$ cat config.mk
export PLATFORM = sky130hd
export DESIGN_NAME = ctrl_regfile_arb
export DESIGN_NICKNAME = d
export VERILOG_FILES = /design/src/rtl/ctrl_rf_pkg.sv /design/src/rtl/ctrl_rf_arb.sv /design/src/rtl/ctrl_rf_bank.sv /design/src/rtl/ctrl_regfile_arb.sv
export SDC_FILE = /design/constraint.sdc
export NUM_CORES = 1
export LEC_CHECK = 0
export ABC_CLOCK_PERIOD_IN_PS = 2900
export BUFFER_PORTS_ARGS = -buffer_cell sky130_fd_sc_hd__buf_2
export CAP_MARGIN = 15
export CORE_AREA = 2 2 219 221
export DETAILED_ROUTE_END_ITERATION = 8
export DIE_AREA = 0 0 221 223
export SLEW_MARGIN = 10
export SYNTH_ARGS = -nofsm -noshare
export SYNTH_HDL_FRONTEND = slang
export SYNTH_HIERARCHICAL = 1
export SYNTH_SLANG_ARGS = --single-unit
$ cat constraint.sdc
create_clock -name clk -period 2.9 [get_ports clk]
set_clock_uncertainty 0.05 [all_clocks]
set_input_delay 0.29 -clock clk [delete_from_list [all_inputs] [get_ports clk]]
set_output_delay 0.29 -clock clk [all_outputs]
set_load 0.005 [all_outputs]
$ cat src/rtl/ctrl_rf_pkg.sv
package ctrl_rf_pkg;
    localparam int DATA_W   = 32;
    localparam int LANES    = DATA_W / 8;
    localparam int IDX_MODE = 0;
    localparam int IDX_SYNC = 2;

    typedef enum logic [1:0] {ST_IDLE, ST_PH1, ST_PH2} arb_st_t;

    function automatic logic [DATA_W-1:0] reg_mask(input int idx);
        case (idx)
            0:       return 32'h0000_000F;
            1:       return 32'h0000_0007;
            2, 3:    return 32'hFFFF_FFFF;
            4:       return 32'h0000_FFFF;
            5:       return 32'h0000_00F7;
            7:       return 32'h0000_001F;
            9:       return 32'h0000_0007;
            6, 8, 10, 11, 12: return 32'h0000_00FF;
            default: return 32'h0000_0000;
        endcase
    endfunction

    function automatic logic [DATA_W-1:0] reg_reset(input int idx);
        return (idx == IDX_MODE) ? 32'h0000_0001 : 32'h0000_0000;
    endfunction
endpackage

$ cat src/rtl/ctrl_rf_arb.sv
module ctrl_rf_arb
    import ctrl_rf_pkg::*;
(
    input  logic clk,
    input  logic rst_n,
    input  logic pp_req,
    input  logic sp_req,
    output logic cap_en,
    output logic cap_sp,
    output logic commit,
    output logic pp_ready,
    output logic sp_done
);
    typedef struct packed {
        arb_st_t st;
        logic    own_sp;
        logic    pp_ready;
        logic    sp_done;
    } arb_t;

    arb_t q, d;

    always_comb begin
        d         = q;
        d.sp_done = 1'b0;
        cap_en    = 1'b0;
        cap_sp    = 1'b0;
        commit    = 1'b0;
        case (q.st)
            ST_IDLE: begin
                if (sp_req) begin
                    cap_en   = 1'b1;
                    cap_sp   = 1'b1;
                    d.own_sp = 1'b1;
                    d.st     = ST_PH1;
                end else if (pp_req) begin
                    cap_en   = 1'b1;
                    d.own_sp = 1'b0;
                    d.st     = ST_PH1;
                end
            end
            ST_PH1: d.st = ST_PH2;
            ST_PH2: begin
                commit    = 1'b1;
                d.st      = ST_IDLE;
                d.sp_done = q.own_sp;
            end
            default: d.st = ST_IDLE;
        endcase
        d.pp_ready = (q.st == ST_PH2 && !q.own_sp) ? 1'b1 : !pp_req;
    end

    always_ff @(posedge clk or negedge rst_n) begin
        if (!rst_n) begin
            q.st       <= ST_IDLE;
            q.own_sp   <= 1'b0;
            q.pp_ready <= 1'b1;
            q.sp_done  <= 1'b0;
        end else begin
            q <= d;
        end
    end

    assign pp_ready = q.pp_ready;
    assign sp_done  = q.sp_done;
endmodule

$ cat src/rtl/ctrl_rf_bank.sv
module ctrl_rf_bank
    import ctrl_rf_pkg::*;
#(
    parameter int              ADDR_W    = 10,
    parameter logic [ADDR_W-1:0] BASE_ADDR = 10'h300,
    parameter int              NREG      = 14
) (
    input  logic                   clk,
    input  logic                   rst_n,
    input  logic                   cap_en,
    input  logic                   cap_sp,
    input  logic                   commit,
    input  logic                   pp_wr,
    input  logic [ADDR_W-1:0]      pp_addr,
    input  logic [1:0]             pp_byte,
    input  logic [7:0]             pp_wdata,
    input  logic                   sp_wr,
    input  logic [ADDR_W-1:0]      sp_addr,
    input  logic [DATA_W-1:0]      sp_wdata,
    input  logic                   sync_load,
    output logic [7:0]             pp_rdata,
    output logic [DATA_W-1:0]      sp_rdata,
    output logic [NREG*DATA_W-1:0] cfg_flat
);
    localparam int IDX_W = $clog2(NREG);

    typedef struct packed {
        logic [NREG-1:0][DATA_W-1:0] regs;
        logic [DATA_W-1:0]           shadow;
        logic                        sp;
        logic                        wr;
        logic                        hit;
        logic [IDX_W-1:0]            idx;
        logic [DATA_W-1:0]           wdata;
        logic [LANES-1:0]            be;
        logic [1:0]                  lane;
        logic [7:0]                  pp_rdata;
        logic [DATA_W-1:0]           sp_rdata;
    } bank_t;

    bank_t q, d;

    logic [ADDR_W-1:0] sel_addr, sel_off;
    logic [DATA_W-1:0] rd_val, old_val, merged;

    always_comb begin
        d        = q;
        sel_addr = cap_sp ? sp_addr : pp_addr;
        sel_off  = sel_addr - BASE_ADDR;
        rd_val   = '0;
        old_val  = '0;
        merged   = '0;

        if (cap_en) begin
            d.sp    = cap_sp;
            d.wr    = cap_sp ? sp_wr : pp_wr;
            d.hit   = (sel_addr >= BASE_ADDR) && (sel_off < ADDR_W'(NREG));
            d.idx   = sel_off[IDX_W-1:0];
            d.wdata = cap_sp ? sp_wdata : {LANES{pp_wdata}};
            d.be    = cap_sp ? '1 : LANES'(1) << pp_byte;
            d.lane  = cap_sp ? 2'd0 : pp_byte;
        end

        if (commit) begin
            for (int i = 0; i < NREG; i++) begin
                if (q.hit && q.idx == IDX_W'(i)) begin
                    rd_val  = q.regs[i];
                    old_val = (i == IDX_SYNC) ? q.shadow : q.regs[i];
                    for (int b = 0; b < LANES; b++)
                        merged[b*8 +: 8] = q.be[b] ? q.wdata[b*8 +: 8] : old_val[b*8 +: 8];
                    if (q.wr) begin
                        if (i == IDX_SYNC) d.shadow  = merged & reg_mask(i);
                        else               d.regs[i] = merged & reg_mask(i);
                    end
                end
            end
            if (q.sp) d.sp_rdata = rd_val;
            else      d.pp_rdata = rd_val[q.lane*8 +: 8];
        end

        if (sync_load) d.regs[IDX_SYNC] = q.shadow;
    end

    always_ff @(posedge clk or negedge rst_n) begin
        if (!rst_n) begin
            for (int i = 0; i < NREG; i++) q.regs[i] <= reg_reset(i);
            q.shadow   <= '0;
            q.sp       <= 1'b0;
            q.wr       <= 1'b0;
            q.hit      <= 1'b0;
            q.idx      <= '0;
            q.wdata    <= '0;
            q.be       <= '0;
            q.lane     <= '0;
            q.pp_rdata <= '0;
            q.sp_rdata <= '0;
        end else begin
            q <= d;
        end
    end

    assign pp_rdata = q.pp_rdata;
    assign sp_rdata = q.sp_rdata;
    assign cfg_flat = q.regs;
endmodule

$ cat src/rtl/ctrl_regfile_arb.sv
module ctrl_regfile_arb
    import ctrl_rf_pkg::*;
#(
    parameter int                ADDR_W    = 10,
    parameter logic [ADDR_W-1:0] BASE_ADDR = 10'h300,
    parameter int                NREG      = 14
) (
    input  logic                   clk,
    input  logic                   rst_n,
    input  logic                   pp_req,
    input  logic                   pp_wr,
    input  logic [ADDR_W-1:0]      pp_addr,
    input  logic [1:0]             pp_byte,
    input  logic [7:0]             pp_wdata,
    output logic [7:0]             pp_rdata,
    output logic                   pp_ready,
    input  logic                   sp_req,
    input  logic                   sp_wr,
    input  logic [ADDR_W-1:0]      sp_addr,
    input  logic [DATA_W-1:0]      sp_wdata,
    output logic [DATA_W-1:0]      sp_rdata,
    output logic                   sp_done,
    input  logic                   sync_load,
    output logic                   soft_reset,
    output logic                   sync_master,
    output logic [NREG*DATA_W-1:0] cfg_flat
);
    logic cap_en, cap_sp, commit_w;

    ctrl_rf_arb u_arb (
        .clk      (clk),
        .rst_n    (rst_n),
        .pp_req   (pp_req),
        .sp_req   (sp_req),
        .cap_en   (cap_en),
        .cap_sp   (cap_sp),
        .commit   (commit_w),
        .pp_ready (pp_ready),
        .sp_done  (sp_done)
    );

    ctrl_rf_bank #(
        .ADDR_W    (ADDR_W),
        .BASE_ADDR (BASE_ADDR),
        .NREG      (NREG)
    ) u_bank (
        .clk       (clk),
        .rst_n     (rst_n),
        .cap_en    (cap_en),
        .cap_sp    (cap_sp),
        .commit    (commit_w),
        .pp_wr     (pp_wr),
        .pp_addr   (pp_addr),
        .pp_byte   (pp_byte),
        .pp_wdata  (pp_wdata),
        .sp_wr     (sp_wr),
        .sp_addr   (sp_addr),
        .sp_wdata  (sp_wdata),
        .sync_load (sync_load),
        .pp_rdata  (pp_rdata),
        .sp_rdata  (sp_rdata),
        .cfg_flat  (cfg_flat)
    );

    assign soft_reset  = cfg_flat[IDX_MODE*DATA_W + 0];
    assign sync_master = cfg_flat[IDX_MODE*DATA_W + 3];
endmodule

* After elaboration in Yosys (flattened, before gate mapping)
Cells that the tools add are included.
W data, S select, Z words.
** Cells by class
- $add $sub $neg :: 1
- Order comparisons :: 2
- Equality and inequality tests :: 16
- Shift operators :: 2
- Multiplexer cells :: 124
- Bitwise logic cells :: 15
- Reduce and logical (&&, ||, !) cells :: 38
** Operator list (number)
- $mux W32 :: 53
- $and A32 B32 Y32 :: 14
- $mux W8 :: 56
- $reduce_and A3 Y1 :: 14
- $shiftx A32 B6 Y8 :: 1
- $eq A4 B4 Y1 const B :: 6
- $eq A4 B3 Y1 const B :: 4
- $logic_and A1 B1 Y1 :: 16
- $ge A10 B10 Y1 const B :: 1
- $lt A10 B4 Y1 const B :: 1
- $mux W10 :: 1
- $sub A10 B10 Y10 const B :: 1
- $mux W1 :: 9
- $eq A4 B2 Y1 const B :: 2
- $mux W3 :: 2
- $reduce_and A2 Y1 :: 3
- $eq A4 B1 Y1 const B :: 1
- $logic_not A4 Y1 :: 1
- $mux W4 :: 1
- $pmux W2 S2 :: 1
- $shl A1 B2 Y4 const A :: 1
- $ne A3 B3 Y1 const B :: 1
- $eq A2 B1 Y1 const B :: 1
- $eq A2 B2 Y1 const B :: 1
- 5 further kinds :: 6
** Storage, ports and cells
- Flip-flop bits (word level) :: 570
- Input bits :: 69
- Logic and storage cells :: 226

* Logic depth before layout (Yosys ltp)
- Depth after elaboration :: 18
- Depth in mapped cells :: 9

* Modules after synthesis
The synthesis kept the hierarchy.
** By module, submodules not included
- ctrl_rf_bank :: instances 1, cells each 1471, area each 15381.0 µm², sequential area each 6482.5 µm²
- ctrl_rf_arb :: instances 1, cells each 16, area each 193.9 µm², sequential area each 126.4 µm²
- ctrl_regfile_arb :: instances 1, cells each 2, area each 15.0 µm², sequential area each 0.0 µm²

* Worst setup path after synthesis
OpenSTA, ideal clock, no wires.
- Path type :: reg2reg
- Start point :: register u_arb/q[4] in the netlist's numbering
- End point :: register u_bank/q[80] in the netlist's numbering
- Data arrival time :: 1843 ps
- Data required time :: 2713 ps
- Path slack :: 870 ps
- Cell stages (with the launch flop) :: 7
- Buffers on the path :: 3
- Cell sequence :: dfrtp_1 -> nor3b_1 -> clkbuf_1 -> clkbuf_1 -> clkbuf_1 -> mux2i_1 -> a21oi_1
** On the way
- Word-level cells in the longest chain between the ends :: 4
- Elaborated cells between the ends (all ways) :: 5
- Those cells by class :: add/sub: 1; mux: 3; reduce/logical: 1
** Ends and longest elaborated chain
- start: declaration :: line ctrl_rf_arb.sv:21 : arb_t q, d;
- $logic_not A2 Y1 :: line ctrl_rf_arb.sv:29 : case (q.st)
- $mux W1 :: line ctrl_rf_arb.sv:29
- net cap_sp :: line ctrl_regfile_arb.sv:28 : logic cap_en, cap_sp, commit_w;
- $mux W10 :: line ctrl_rf_bank.sv:48 : sel_addr = cap_sp ? sp_addr : pp_addr;
- $sub A10 B10 Y10 :: line ctrl_rf_bank.sv:49 : sel_off = sel_addr - BASE_ADDR;
- end: declaration :: line ctrl_rf_bank.sv:41 : bank_t q, d;
The timed path passes the listed nets, and every way through them passes these cells.
A chain may end at the register's enable or synchronous reset.

* Worst setup path in the final report
- Start point :: register u_bank/q[81] in the netlist's numbering
- End point :: register u_bank/pp_rdata[1] (netlist name)
** On the way
- Word-level cells in the longest chain between the ends :: 18
- Elaborated cells between the ends (all ways) :: 44
- Those cells by class :: eq/ne: 13; shift: 1; mux: 15; reduce/logical: 15
** Ends and longest elaborated chain
- $logic_not A4 Y1 :: line ctrl_rf_bank.sv:66 : if (q.hit && q.idx == IDX_W'(i)) begin
- $logic_and A1 B1 Y1 :: line ctrl_rf_bank.sv:66
- $mux W32 (13 in a row) :: line ctrl_rf_bank.sv:66
- $mux W32 (*) :: line ctrl_rf_bank.sv:66
- $mux W32 (*) :: line ctrl_rf_bank.sv:64 : if (commit) begin
- $shiftx A32 B6 Y8 (*) :: line ctrl_rf_bank.sv:78 : else d.pp_rdata = rd_val[q.lane*8 +: 8];
Mark *: on every way between the ends. The rest lies on a longest branch, timed or not. The select of a mux whose other input is x is not followed.

==> results.md <==
- **run status** complete, no violations
- **most used standard cell by instance count after synthesis** buf_4
- **final RePlAce weighted congestion** 0.883
- **first-pass GRT wire length** 66,800 um
- **HP Start** sp_wdata[2]
- **sinks on the clock net** 264
- **detailed-routing iteration count for the pre-antenna-repair pass** 4
- **synthesized area divided by synthesized cell count** 10.5 sq um
- **peak fanout along the critical path** 22
- **crit path buf inv count** 0
- **count of maximum capacitance violations** 0
- **Synth top area share** 42.1%
- **gr usage total** 18.1%
- **met3 wire length** 3030 um
- **post-layout instance area** 16,400 sq um
- **wire length after detailed routing** 46,500 um
- **number of H-tree branching levels** 1
- **HPWL after DPL** 35,300 um
- **leakage dissipation** 0.00860 uW
- **Worst R2R Start** u_bank/q[81]$_DFFE_PN0P_
- **proportion of synthesized flip-flops having asynchronous set or reset** 100%
- **critical setup path kind** flop to flop
- **ordered cell list for the critical path** and3b_1 > o31a_1 > o21ai_0 > a311oi_1 > nand3_1 > a31oi_1
- **accumulated negative setup slack** 0 ns
- **dominant register cell in the synthesized netlist** dfrtp_1
- **Cell Area, Placed** 15,100 sq um
- **FF+latch count, synth** 264
- **TritonCTS clock tree** done
- **delay of the slowest critical-path stage** 0.83 ns
- **insertion delay to the later sink of the worst-skew pair** 0.58 ns
- **critical path's slowest cell** dfrtp_1
- **total congestion overflow after global routing** 0
- **largest cells by area after synthesis** dfrtp_1, buf_4, mux2_2
- **nature of the critical path startpoint** flop
- **input/output buffers** 254
- **remaining antenna violation count after routing** 0
- **largest net degree at the start of global routing** 90
- **max layer used** met4
- **area leader, netlist** dfrtp_1
- **number of unique standard cell types used by synthesis** 73
- **placement row count** 80
- **Worst VDD drop** 483 uV
- **crit path launch** u_bank/q[81]$_DFFE_PN0P_
- **antenna violations before repair** 0
- **wire length on met2** 22,900 um
- **cells after synthesis** 1,489
- **power per unit of standard cell area** 903 nW/um^2
- **CP top delay family** compound AO/OA/AOI/OAI gates
- **Longest Clk Path Bufs** 3
- **residual DRC count** 0
- **capturing element type of the critical path** flop
- **full die area** 49,300 sq um
- **clock root cell** clkbuf_16
- **part of the cycle the worst path needs** 97.2%
- **vias** 10,100
- **Horiz. Die Dim** 221 um
- **number of setup violations in the final report** 0
- **share of cells above drive strength 1** 34.6%
- **via count of the first global-routing pass** 9,520
- **Syn-to-layout area delta** 5.26%
- **final critical-path required period** 2.82 ns
- **clock-pin slew on the worst setup and hold paths** 0.06 ns
- **count of flip-flops with a built-in enable after synthesis** 0
- **Starting Density** 33.1%
- **count of synthesis-stage warnings from yosys** 6
- **total count of hold-check failures in the final report** 0
- **sequential-to-total area share from yosys stat** 42.4%
- **CTS Buf Count** 29
- **routed length on met1** 19,300 um
- **first-iteration detailed-routing DRC count** 592
- **most instantiated cells after synthesis** buf_4, dfrtp_1, mux2_2, a21oi_1, nand2_1
- **post-layout net count** 1,657
- **Post-CTS Setup Bufs** 0
- **type of the worst min-delay path** input port to flop
- **Data required, critical path** 3.36 ns
- **normalized max-slew margin** 44.2%
- **arrival time worst endpoint** 3.27 ns
- **antenna diode instance count** 0
- **RSZ-0062 raised after global routing** false
- **average wire per standard cell** 20.9 um
- **upper clock frequency limit** 355 MHz
- **placeable core area** 47,100 sq um
- **count of pins on the block boundary** 561
- **y dimension of the die** 223 um
- **transition time of the tightest slew-check pin** 0.835 ns
- **Pins Over Slew Limit** 0
- **vias per std cell** 4.53
- **Post-Synthesis Cell Area** 15,600 sq um
-- worst reg2reg max path, cell delays in order, from the launching register on --
cell,delay [ns]
dfrtp_1,0.83
and3b_1,0.45
o31a_1,0.19
o21ai_0,0.20
a311oi_1,0.62
nand3_1,0.22
a31oi_1,0.19
-- sequential cells by signal, summed over array words and instances, names as in the netlist --
signal / flops
u_bank/cfg_flat: 142
u_bank/q: 77
u_bank/sp_rdata: 32
u_bank/pp_rdata: 8
u_arb/q: 3
u_arb/pp_ready: 1
u_arb/sp_done: 1
-- cells in the final DEF (no fill, tap or decap), drive strengths merged, types with 4 or more instances in the layout --
cell         count
o211ai           5
nand4            4
a211oi           5
a21oi           93
a31oi           11
nand2b          11
nand3b           9
a22oi           20
nand2           62
mux2           187
o31ai            5
or2              4
inv              8
or3b             5
buf            286
a2bb2oi          5
nor2b           15
o21a             4
and3             6
o21ai           38
mux2i           21
clkinv           9
and2             5
nor3            12
dlygate4sd3     32
nor2            69
conb           306
nand3           17
clkbuf          37
o22ai            8
dfrtp          262
-- timing repair --
item	CTS	global route
endpoints found under the hold margin	99	0
gates resized for setup	0	0
hold buffers	32	0
-- per-stage QoR --
step                setup slack (ns)  hold slack (ns)  instances  util (%)  power (uW)
floorplan                      0.870          -0.0556       1794         -        9700
global placement              0.0682            0.253       2140      32.0       11000
detailed placement             0.160            0.262       2140      32.0       11100
CTS                            0.153         0.000238       2224      34.8       15000
global route                  0.0548           0.0103       2224      34.8       15700
finish                        0.0816           0.0156       2224      34.8       14800
-- path summary, 6_finish.rpt --
path                       cells after the start  slack (ns)                               end
max                                            6        0.08    u_bank/pp_rdata[1]$_DFFE_PN0P_
min                                            3        0.02          u_bank/q[48]$_DFFE_PN0P_
max reg2reg                                    6        0.08    u_bank/pp_rdata[1]$_DFFE_PN0P_
min reg2reg                                    2        0.43    u_bank/sp_rdata[4]$_DFFE_PN0P_
max in group asynchronous                      3        1.70  u_bank/cfg_flat[113]$_DFFE_PN0P_
min in group asynchronous                      2        0.23  u_bank/cfg_flat[125]$_DFFE_PN0P_
-- cell families after synthesis --
logic type | after synthesis | share of synthesized area, %
compound gates | 222 | 8.76
buf+inv | 562 | 25.8
flops | 264 | 42.4
mux | 209 | 15.0
other cells | 1 | 0.0241
simple gates | 231 | 8.00
-- final cells by class --
cell class | instances | area (sq um)
flip-flops and latches | 264 | 6610
clock inverters | 15 | 185
well taps | 615 | 769
repair buffers | 318 | 1900
clock buffers | 37 | 806
multi-input cells | 968 | 6110
inverters | 7 | 26.3
fillers | 4738 | 30700
-- power breakdown --
part | internal [uW] | total (uW) | switching [uW]
Sequential | 4800 | 6300 | 1510
Clock | 2240 | 3830 | 1590
Combinational | 2010 | 4690 | 2670
-- routing by layer --
| metal | vias up | GRT usage, % |
|---|---|---|
| li1 | 4526 | - |
| met1 | 5065 | 23.4 |
| met2 | 421 | 30.6 |
| met3 | 69 | 3.60 |
| met4 | 0 | 5.69 |
| met5 | - | 0 |
(Power assumes the default switching activity.)
